### config.mk
export PLATFORM = sky130hd
export DESIGN_NAME = cfg_serial_port
export DESIGN_NICKNAME = d
export VERILOG_FILES = /design/src/rtl/cfg_pkg.sv /design/src/rtl/cfg_sync.sv /design/src/rtl/cfg_shift.sv /design/src/rtl/cfg_regbank.sv /design/src/rtl/cfg_serial_port.sv
export SDC_FILE = /design/constraint.sdc
export NUM_CORES = 1
export LEC_CHECK = 0
export BUFFER_PORTS_ARGS = -buffer_cell sky130_fd_sc_hd__buf_2
export CAP_MARGIN = 20
export CELL_PAD_IN_SITES_DETAIL_PLACEMENT = 1
export CELL_PAD_IN_SITES_GLOBAL_PLACEMENT = 2
export CORE_MARGIN = 5
export CORE_UTILIZATION = 30
export CTS_BUF_LIST = sky130_fd_sc_hd__clkbuf_8
export DETAILED_ROUTE_END_ITERATION = 16
export PLACE_DENSITY = 0.72
export SYNTH_ARGS = -nofsm -noshare
export SYNTH_HDL_FRONTEND = slang
export SYNTH_HIERARCHICAL = 1
export SYNTH_SLANG_ARGS = --single-unit
export TNS_END_PERCENT = 1
### constraint.sdc
create_clock -name clk -period 4.4 [get_ports clk]
set_input_delay 0.44 -clock clk [delete_from_list [all_inputs] [get_ports clk]]
set_output_delay 0.44 -clock clk [all_outputs]
set_load 0.02 [all_outputs]
### src/rtl/cfg_pkg.sv
package cfg_pkg;
  localparam int ADDR_W     = 3;
  localparam int DATA_W     = 8;
  localparam int WORD_BITS  = ADDR_W + DATA_W;
  localparam int NUM_CHAN   = 3;
  localparam int GAIN_W     = 6;
  localparam logic [DATA_W-1:0] OFFSET_INIT = 8'h40;

  localparam int MODE_PD_BIT  = 7;
  localparam int MODE_RST_BIT = 6;

  typedef enum logic [ADDR_W-1:0] {
    A_RED_GAIN = 3'd0,
    A_RED_OFF  = 3'd1,
    A_GRN_GAIN = 3'd2,
    A_GRN_OFF  = 3'd3,
    A_BLU_GAIN = 3'd4,
    A_BLU_OFF  = 3'd5,
    A_MODE     = 3'd6,
    A_TEST     = 3'd7
  } reg_addr_e;
endpackage

### src/rtl/cfg_sync.sv
module cfg_sync #(
  parameter int WIDTH  = 4,
  parameter int STAGES = 2
) (
  input  logic             clk,
  input  logic             rst,
  input  logic [WIDTH-1:0] d_i,
  output logic [WIDTH-1:0] q_o
);
  for (genvar b = 0; b < WIDTH; b++) begin : g_bit
    logic [STAGES-1:0] chain_q;
    always_ff @(posedge clk) begin
      if (rst) chain_q <= '0;
      else     chain_q <= {chain_q[STAGES-2:0], d_i[b]};
    end
    assign q_o[b] = chain_q[STAGES-1];
  end
endmodule

### src/rtl/cfg_shift.sv
module cfg_shift
  import cfg_pkg::*;
(
  input  logic              clk,
  input  logic              rst,
  input  logic              active_i,
  input  logic              strobe_hi_i,
  input  logic              strobe_rise_i,
  input  logic              sclk_rise_i,
  input  logic              sdata_i,
  output logic              commit_o,
  output logic [ADDR_W-1:0] addr_o,
  output logic [DATA_W-1:0] data_o
);
  localparam int CNT_W = $clog2(WORD_BITS + 1);
  localparam logic [CNT_W-1:0] CNT_FULL = CNT_W'(WORD_BITS);

  logic [CNT_W-1:0]     cnt_q;
  logic [WORD_BITS-1:0] shreg_q;
  logic                 full;

  assign full = (cnt_q == CNT_FULL);

  always_ff @(posedge clk) begin
    if (rst) begin
      cnt_q    <= '0;
      shreg_q  <= '0;
      commit_o <= 1'b0;
      addr_o   <= '0;
      data_o   <= '0;
    end else begin
      commit_o <= 1'b0;
      if (active_i && strobe_rise_i && full) begin
        commit_o <= 1'b1;
        addr_o   <= shreg_q[WORD_BITS-1 -: ADDR_W];
        data_o   <= shreg_q[DATA_W-1:0];
      end
      if (!active_i || strobe_hi_i) begin
        cnt_q <= '0;
      end else if (sclk_rise_i && !full) begin
        shreg_q <= {shreg_q[WORD_BITS-2:0], sdata_i};
        cnt_q   <= cnt_q + 1'b1;
      end
    end
  end

  // once eleven bits are held, further clocks leave the word alone
  p_hold_full_r3: assert property (@(posedge clk) disable iff (rst)
    (full && active_i && !strobe_hi_i) |=> $stable(shreg_q));

  // a commit only follows a complete word
  p_commit_full_r2: assert property (@(posedge clk) disable iff (rst)
    commit_o |-> $past(cnt_q) == CNT_FULL);

  // an idle port keeps no partial word
  p_idle_clear_r7: assert property (@(posedge clk) disable iff (rst)
    !active_i |=> cnt_q == '0);

  p_cnt_bound_r3: assert property (@(posedge clk) disable iff (rst)
    cnt_q <= CNT_FULL);
endmodule

### src/rtl/cfg_regbank.sv
module cfg_regbank
  import cfg_pkg::*;
(
  input  logic              clk,
  input  logic              rst,
  input  logic              wr_i,
  input  logic [ADDR_W-1:0] addr_i,
  input  logic [DATA_W-1:0] data_i,
  output logic [GAIN_W-1:0] gain_o [NUM_CHAN],
  output logic [DATA_W-1:0] offset_o [NUM_CHAN],
  output logic [DATA_W-1:0] mode_o,
  output logic [DATA_W-1:0] test_o,
  output logic              valid_o
);
  logic soft_rst;
  logic chan_hit;
  logic [1:0] chan;

  assign soft_rst = wr_i && (addr_i == A_MODE) && data_i[MODE_RST_BIT];
  assign chan_hit = (addr_i < A_MODE);
  assign chan     = addr_i[2:1];

  for (genvar c = 0; c < NUM_CHAN; c++) begin : g_chan
    always_ff @(posedge clk) begin
      if (rst || soft_rst) begin
        gain_o[c]   <= '0;
        offset_o[c] <= OFFSET_INIT;
      end else if (wr_i && chan_hit && chan == 2'(c)) begin
        if (addr_i[0]) offset_o[c] <= data_i;
        else           gain_o[c]   <= data_i[DATA_W-1 -: GAIN_W];
      end
    end
  end

  always_ff @(posedge clk) begin
    if (rst || soft_rst) begin
      mode_o  <= '0;
      test_o  <= '0;
      valid_o <= 1'b1;
    end else if (wr_i) begin
      if (addr_i == A_TEST) begin
        test_o <= data_i;
      end else if (addr_i == A_MODE) begin
        if (mode_o[MODE_PD_BIT] && !data_i[MODE_PD_BIT]) begin
          mode_o[MODE_PD_BIT] <= 1'b0;
          valid_o             <= 1'b0;
        end else begin
          mode_o <= data_i;
          if (!data_i[MODE_PD_BIT]) valid_o <= 1'b1;
        end
      end
    end
  end

  // reset bit restores defaults
  p_soft_reset_r8: assert property (@(posedge clk) disable iff (rst)
    soft_rst |=> (offset_o[0] == OFFSET_INIT) && (mode_o == '0) && valid_o);

  // waking keeps remaining mode bits and marks config stale
  p_wake_keep_r9: assert property (@(posedge clk) disable iff (rst)
    (wr_i && addr_i == A_MODE && !data_i[MODE_RST_BIT] && !data_i[MODE_PD_BIT]
     && mode_o[MODE_PD_BIT])
    |=> !valid_o && $stable(mode_o[MODE_PD_BIT-1:0]) && !mode_o[MODE_PD_BIT]);

  // gain keeps only the upper data bits
  p_gain_write_r5: assert property (@(posedge clk) disable iff (rst)
    (wr_i && addr_i == A_RED_GAIN) |=> gain_o[0] == $past(data_i[DATA_W-1 -: GAIN_W]));
endmodule

### src/rtl/cfg_serial_port.sv
module cfg_serial_port
  import cfg_pkg::*;
#(
  parameter int SYNC_STAGES = 2
) (
  input  logic              clk,
  input  logic              rst,
  input  logic              line_sync_i,
  input  logic              load_n_i,
  input  logic              sclk_i,
  input  logic              sdata_i,
  output logic              bus_oe_o,
  output logic [GAIN_W-1:0] red_gain_o,
  output logic [DATA_W-1:0] red_offset_o,
  output logic [GAIN_W-1:0] grn_gain_o,
  output logic [DATA_W-1:0] grn_offset_o,
  output logic [GAIN_W-1:0] blu_gain_o,
  output logic [DATA_W-1:0] blu_offset_o,
  output logic [DATA_W-1:0] mode_o,
  output logic [DATA_W-1:0] test_o,
  output logic              cfg_valid_o
);
  logic [3:0] raw, synced;
  logic       sync_s, load_s, sclk_s, sdata_s;
  logic       load_d, sclk_d;
  logic       load_rise, sclk_rise;
  logic       wr;
  logic [ADDR_W-1:0] wr_addr;
  logic [DATA_W-1:0] wr_data;
  logic [GAIN_W-1:0] gain [NUM_CHAN];
  logic [DATA_W-1:0] offset [NUM_CHAN];

  assign raw = {sdata_i, sclk_i, load_n_i, line_sync_i};

  cfg_sync #(.WIDTH(4), .STAGES(SYNC_STAGES)) u_sync (
    .clk(clk), .rst(rst), .d_i(raw), .q_o(synced)
  );

  assign {sdata_s, sclk_s, load_s, sync_s} = synced;

  always_ff @(posedge clk) begin
    if (rst) begin
      load_d   <= 1'b1;
      sclk_d   <= 1'b0;
      bus_oe_o <= 1'b1;
    end else begin
      load_d   <= load_s;
      sclk_d   <= sclk_s;
      bus_oe_o <= !sync_s;
    end
  end

  assign load_rise = load_s && !load_d;
  assign sclk_rise = sclk_s && !sclk_d;

  cfg_shift u_shift (
    .clk(clk), .rst(rst),
    .active_i(sync_s), .strobe_hi_i(load_s), .strobe_rise_i(load_rise),
    .sclk_rise_i(sclk_rise), .sdata_i(sdata_s),
    .commit_o(wr), .addr_o(wr_addr), .data_o(wr_data)
  );

  cfg_regbank u_bank (
    .clk(clk), .rst(rst),
    .wr_i(wr), .addr_i(wr_addr), .data_i(wr_data),
    .gain_o(gain), .offset_o(offset),
    .mode_o(mode_o), .test_o(test_o), .valid_o(cfg_valid_o)
  );

  assign red_gain_o   = gain[0];
  assign grn_gain_o   = gain[1];
  assign blu_gain_o   = gain[2];
  assign red_offset_o = offset[0];
  assign grn_offset_o = offset[1];
  assign blu_offset_o = offset[2];

  // the bus stays released while the port listens
  p_bus_release_r7: assert property (@(posedge clk) disable iff (rst)
    sync_s |=> !bus_oe_o);

  // no write lands on a cycle after the port was idle
  p_no_write_idle_r7: assert property (@(posedge clk) disable iff (rst)
    !sync_s |=> !wr);
endmodule

==> flow_summary.html <==
<table>
<tr><th>Metric</th><th>Value</th></tr>
<tr><th colspan="2">Placement</th></tr>
<tr><td>Routability congestion estimate</td><td>0.734</td></tr>
<tr><td>Port Buffer Count</td><td>65</td></tr>
<tr><td>Estimated wirelength of the detail-placed design</td><td>6.07 mm</td></tr>
<tr><th colspan="2">Timing</th></tr>
<tr><td>Max Clk Rate</td><td>478 MHz</td></tr>
<tr><td>Final Slew Violations</td><td>0</td></tr>
<tr><td>Least-Margin Pin Slew</td><td>725 ps</td></tr>
<tr><td>Max-slew headroom at the worst pin</td><td>51.4%</td></tr>
<tr><td>Max Clock Skew</td><td>12.6 ps</td></tr>
<tr><td>Final TNS setup</td><td>0 ps</td></tr>
<tr><td>Final hold violation count</td><td>0</td></tr>
<tr><td>Final critical delay including setup and external delays</td><td>2090 ps</td></tr>
<tr><td>Part of the cycle the worst path needs</td><td>47.5%</td></tr>
<tr><td>Setup repair after global routing missed its margin</td><td>false</td></tr>
<tr><td>Final setup violating endpoints</td><td>0</td></tr>
<tr><th colspan="2">CTS</th></tr>
<tr><td>Max clock buf depth</td><td>2</td></tr>
<tr><td>Inserted Clock Buffers</td><td>9</td></tr>
<tr><td>Insertion delay to the later sink of the worst-skew pair</td><td>370 ps</td></tr>
<tr><td>Buffer count from post-CTS setup fixing</td><td>0</td></tr>
<tr><td>Clock H-tree levels</td><td>3</td></tr>
<tr><td>CTS tree</td><td>built</td></tr>
<tr><td>PostCTS Resize Cnt</td><td>0</td></tr>
<tr><td>Count of clock tree sinks</td><td>97</td></tr>
<tr><td>Cell at the root of the clock tree</td><td>sky130_fd_sc_hd__clkbuf_8</td></tr>
<tr><td>Number of hold buffers added after CTS</td><td>0</td></tr>
<tr><td>Clock slew at reported path FFs</td><td>90 ps</td></tr>
<tr><th colspan="2">Global route</th></tr>
<tr><td>Initial antenna violation count</td><td>0</td></tr>
<tr><td>Number of global-route vias before repair</td><td>2679</td></tr>
<tr><td>Global-route usage over all layers</td><td>12.2%</td></tr>
<tr><td>Global route overflow</td><td>0</td></tr>
<tr><td>Maximum number of pins on one net before global-route repair</td><td>40</td></tr>
<tr><td>Global-route wire length before repair</td><td>14.1 mm</td></tr>
<tr><th colspan="2">Power</th></tr>
<tr><td>Static leakage</td><td>1.65 nW</td></tr>
<tr><td>Worst IR Drop VDD</td><td>0.103 mV</td></tr>
<tr><td>Clock network fraction of design power</td><td>37.3%</td></tr>
<tr><td>Part of the power in registers</td><td>60.6%</td></tr>
<tr><td>Power per standard cell area</td><td>335 mW/mm²</td></tr>
<tr><td>Fraction of power spent switching nets</td><td>22.7%</td></tr>
<tr><td>Proportion of power drawn by combinational gates</td><td>2.0%</td></tr>
<tr><td>Switch Pwr</td><td>0.330 mW</td></tr>
<tr><td>Cell-internal power</td><td>1.13 mW</td></tr>
<tr><th colspan="2">Final layout</th></tr>
<tr><td>Filler Cell Count</td><td>1438</td></tr>
<tr><td>Inserted Diodes</td><td>0</td></tr>
<tr><td>Area growth syn-to-layout</td><td>13.4%</td></tr>
<tr><td>Multi-input gate area in the final layout</td><td>0.00166 mm²</td></tr>
<tr><td>Fraction of final layout cells sized beyond drive strength 1</td><td>28.7%</td></tr>
<tr><td>Final design utilization</td><td>34.7%</td></tr>
<tr><td>Fin nets</td><td>430</td></tr>
<tr><td>Area taken by flip-flops and latches</td><td>0.00194 mm²</td></tr>
<tr><th colspan="2">Routing</th></tr>
<tr><td>Starting DRC count in detailed routing</td><td>233</td></tr>
<tr><td>Via-per-instance ratio</td><td>4.51</td></tr>
<tr><td>Post-detailed-route count of antenna-violating nets</td><td>0</td></tr>
<tr><td>Pre-antenna DRT Iters</td><td>3</td></tr>
<tr><td>Routed WL per cell</td><td>14.6 µm</td></tr>
<tr><td>Number of vias in the routed layout</td><td>2705</td></tr>
<tr><td>Final wirelength</td><td>8.76 mm</td></tr>
<tr><td>Detailed-route DRC error count</td><td>0</td></tr>
<tr><th colspan="2">Flow run</th></tr>
<tr><td>Reported max-cap violation count</td><td>0</td></tr>
<tr><th colspan="2">Floorplanning</th></tr>
<tr><td>Ports placed on the boundary</td><td>66</td></tr>
<tr><td>Die height</td><td>123 µm</td></tr>
<tr><td>Initial cell density of the core</td><td>30.6%</td></tr>
<tr><td>Chip width</td><td>123 µm</td></tr>
<tr><td>Row count</td><td>41</td></tr>
<tr><td>Die area</td><td>0.0152 mm²</td></tr>
<tr><td>Core Area</td><td>0.0126 mm²</td></tr>
<tr><th colspan="2">Logic synthesis</th></tr>
<tr><td>Largest area contributor in the netlist</td><td>sky130_fd_sc_hd__dfxtp_1</td></tr>
<tr><td>Synthesis warning total</td><td>6</td></tr>
<tr><td>#FFs+latches synth</td><td>97</td></tr>
<tr><td>Area share of the leading cell type in the synthesized netlist</td><td>50.6%</td></tr>
<tr><td>Most instantiated library cell after synthesis</td><td>sky130_fd_sc_hd__dfxtp_1</td></tr>
<tr><td>Number of instances in the synthesized netlist</td><td>375</td></tr>
<tr><td>Net count after synthesis</td><td>382</td></tr>
<tr><td>Most instantiated flip-flop cell in the synthesis netlist</td><td>sky130_fd_sc_hd__dfxtp_1</td></tr>
<tr><td>Proportion of register bits with asynchronous set or reset after synthesis</td><td>0%</td></tr>
<tr><td>Syn Area/Cell</td><td>10.2 µm²</td></tr>
<tr><td>Number of distinct library cells after synthesis</td><td>38</td></tr>
<tr><td>Total standard cell area after synthesis</td><td>0.00384 mm²</td></tr>
<tr><td>Share of the yosys chip area belonging to registers</td><td>50.6%</td></tr>
<tr><td>Leading post-synthesis cells by instance count</td><td>sky130_fd_sc_hd__dfxtp_1, sky130_fd_sc_hd__nand2_1, sky130_fd_sc_hd__mux2i_1, sky130_fd_sc_hd__a21oi_2, sky130_fd_sc_hd__nand2b_1</td></tr>
<tr><td>Largest cells by area after synthesis</td><td>sky130_fd_sc_hd__dfxtp_1, sky130_fd_sc_hd__mux2i_1, sky130_fd_sc_hd__a21oi_2, sky130_fd_sc_hd__nand2_1, sky130_fd_sc_hd__nand2b_1</td></tr>
<tr><td>Number of flops mapped to enable cells by yosys</td><td>0</td></tr>
<tr><th colspan="2">Critical path</th></tr>
<tr><td>Kind of critical path</td><td>reg2reg</td></tr>
<tr><td>Worst-path fanout max</td><td>18</td></tr>
<tr><td>Sort of element at the end of the critical path</td><td>flip-flop</td></tr>
<tr><td>Sort of element at the start of the critical path</td><td>flip-flop</td></tr>
<tr><td>Arrival time of data at the critical path endpoint</td><td>2350 ps</td></tr>
<tr><td>Worst EP required</td><td>4660 ps</td></tr>
<tr><th colspan="2">Worst hold path</th></tr>
<tr><td>Worst min-delay path class</td><td>in2reg</td></tr>
<tr><th colspan="2">Run status</th></tr>
<tr><td>Result of the run</td><td>finished, final reports clean</td></tr>
</table>
==> cell type report <==
class | instances | area share (%)
Sequential cell | 97 | 44.6
Multi-Input combinational cell | 245 | 38.1
Timing Repair Buffer | 69 | 8.16
Tap cell | 172 | 4.94
Clock buffer | 11 | 3.48
Clock inverter | 5 | 0.661
Inverter | 1 | 0.0862
==> per-stage QoR <==
| stage | worst slack, ps | power [mW] | std cells | hold slack, ps | instance area (µm²) |
|---|---|---|---|---|---|
| 6_report | 2310 | 1.46 | 600 | 277 | 4360 |
| 5_1_grt | 2140 | 1.52 | 600 | 269 | 4360 |
| 4_1_cts | 2310 | 1.48 | 600 | 253 | 4360 |
| 3_5_place_dp | 2320 | 0.935 | 584 | 425 | 4180 |
| 3_3_place_gp | 2380 | 0.934 | 584 | 416 | 4180 |
| 2_1_floorplan | 2970 | 0.932 | 375 | 414 | 3840 |
==> final timing paths <==
path / from / end / slack (ps) / cells past startpoint
min reg2reg: u_sync/g_bit[1].chain_q[0] / u_sync/g_bit[1].chain_q[1] / 440 / 1
max: u_shift/addr_o[1] / u_bank/offset_o[17] / 2310 / 4
min: sdata_i / u_sync/g_bit[3].chain_q[0] / 280 / 2
max reg2reg: u_shift/addr_o[1] / u_bank/offset_o[17] / 2310 / 4
==> flip-flops by register name, summed over array words and instances, names as in the netlist, 4 cells and up <==
register	count
u_shift/data_o	8
u_shift/cnt_q	4
u_shift/shreg_q	11
u_sync/g_bit.chain_q	8
u_bank/test_o	8
u_bank/gain_o	18
u_bank/mode_o	8
u_bank/offset_o	24
==> worst max-delay path, cell delays in order (launching register included) <==
cell and delay (ps):
sky130_fd_sc_hd__dfxtp_1 580, sky130_fd_sc_hd__and4b_1 470, sky130_fd_sc_hd__a21o_2 460, sky130_fd_sc_hd__buf_4 370
sky130_fd_sc_hd__nor2_1 90
==> placed cells by master, fill, tap and decap left out, drive strengths merged, types with 2 or more instances in the layout <==
cell,instances
mux2i,49
nor4b,2
dfxtp,97
nor4bb,2
nand3,10
nand2,52
inv,2
nor2,29
clkinv,4
clkbuf,11
nand4b,4
nor2b,11
o21ai,10
a21oi,32
nand2b,25
buf,69
and4b,3
nand4,2
==> kinds of logic (layout without fill, tap and decap cells) <==
| group | Yosys count | after routing | share of synthesized area (%) |
|---|---|---|---|
| multiplexers | 49 | 49 | 12.8 |
| AO/OA/AOI/OAI | 45 | 45 | 8.54 |
| AND/OR/NAND/NOR | 149 | 149 | 21.3 |
| adder cells (fa/ha/maj) | 1 | 1 | 0.326 |
| XOR/XNOR | 1 | 1 | 0.228 |
| buffers and inverters | 33 | 86 | 6.26 |
| flip-flops | 97 | 97 | 50.6 |
==> power by group through the flow <==
stage          clock network [mW]  registers (mW)  logic, mW
2_1_floorplan                   0           0.903     0.0283
3_3_place_gp                    0           0.904     0.0298
3_5_place_dp                    0           0.904     0.0305
4_1_cts                     0.568           0.884     0.0305
5_1_grt                     0.601           0.884     0.0331
6_report                    0.544           0.884     0.0298
==> metal layers <==
| layer | vias up | wire [µm] | GRT usage (%) |
|---|---|---|---|
| li1 | 1346 | - | - |
| met1 | 1304 | 4170 | 15.9 |
| met2 | 43 | 4120 | 19.4 |
| met3 | 12 | 308 | 2.52 |
| met4 | 0 | 168 | 5.61 |
| met5 | - | 0 | 0 |
Power figures use the tool's default switching activity.
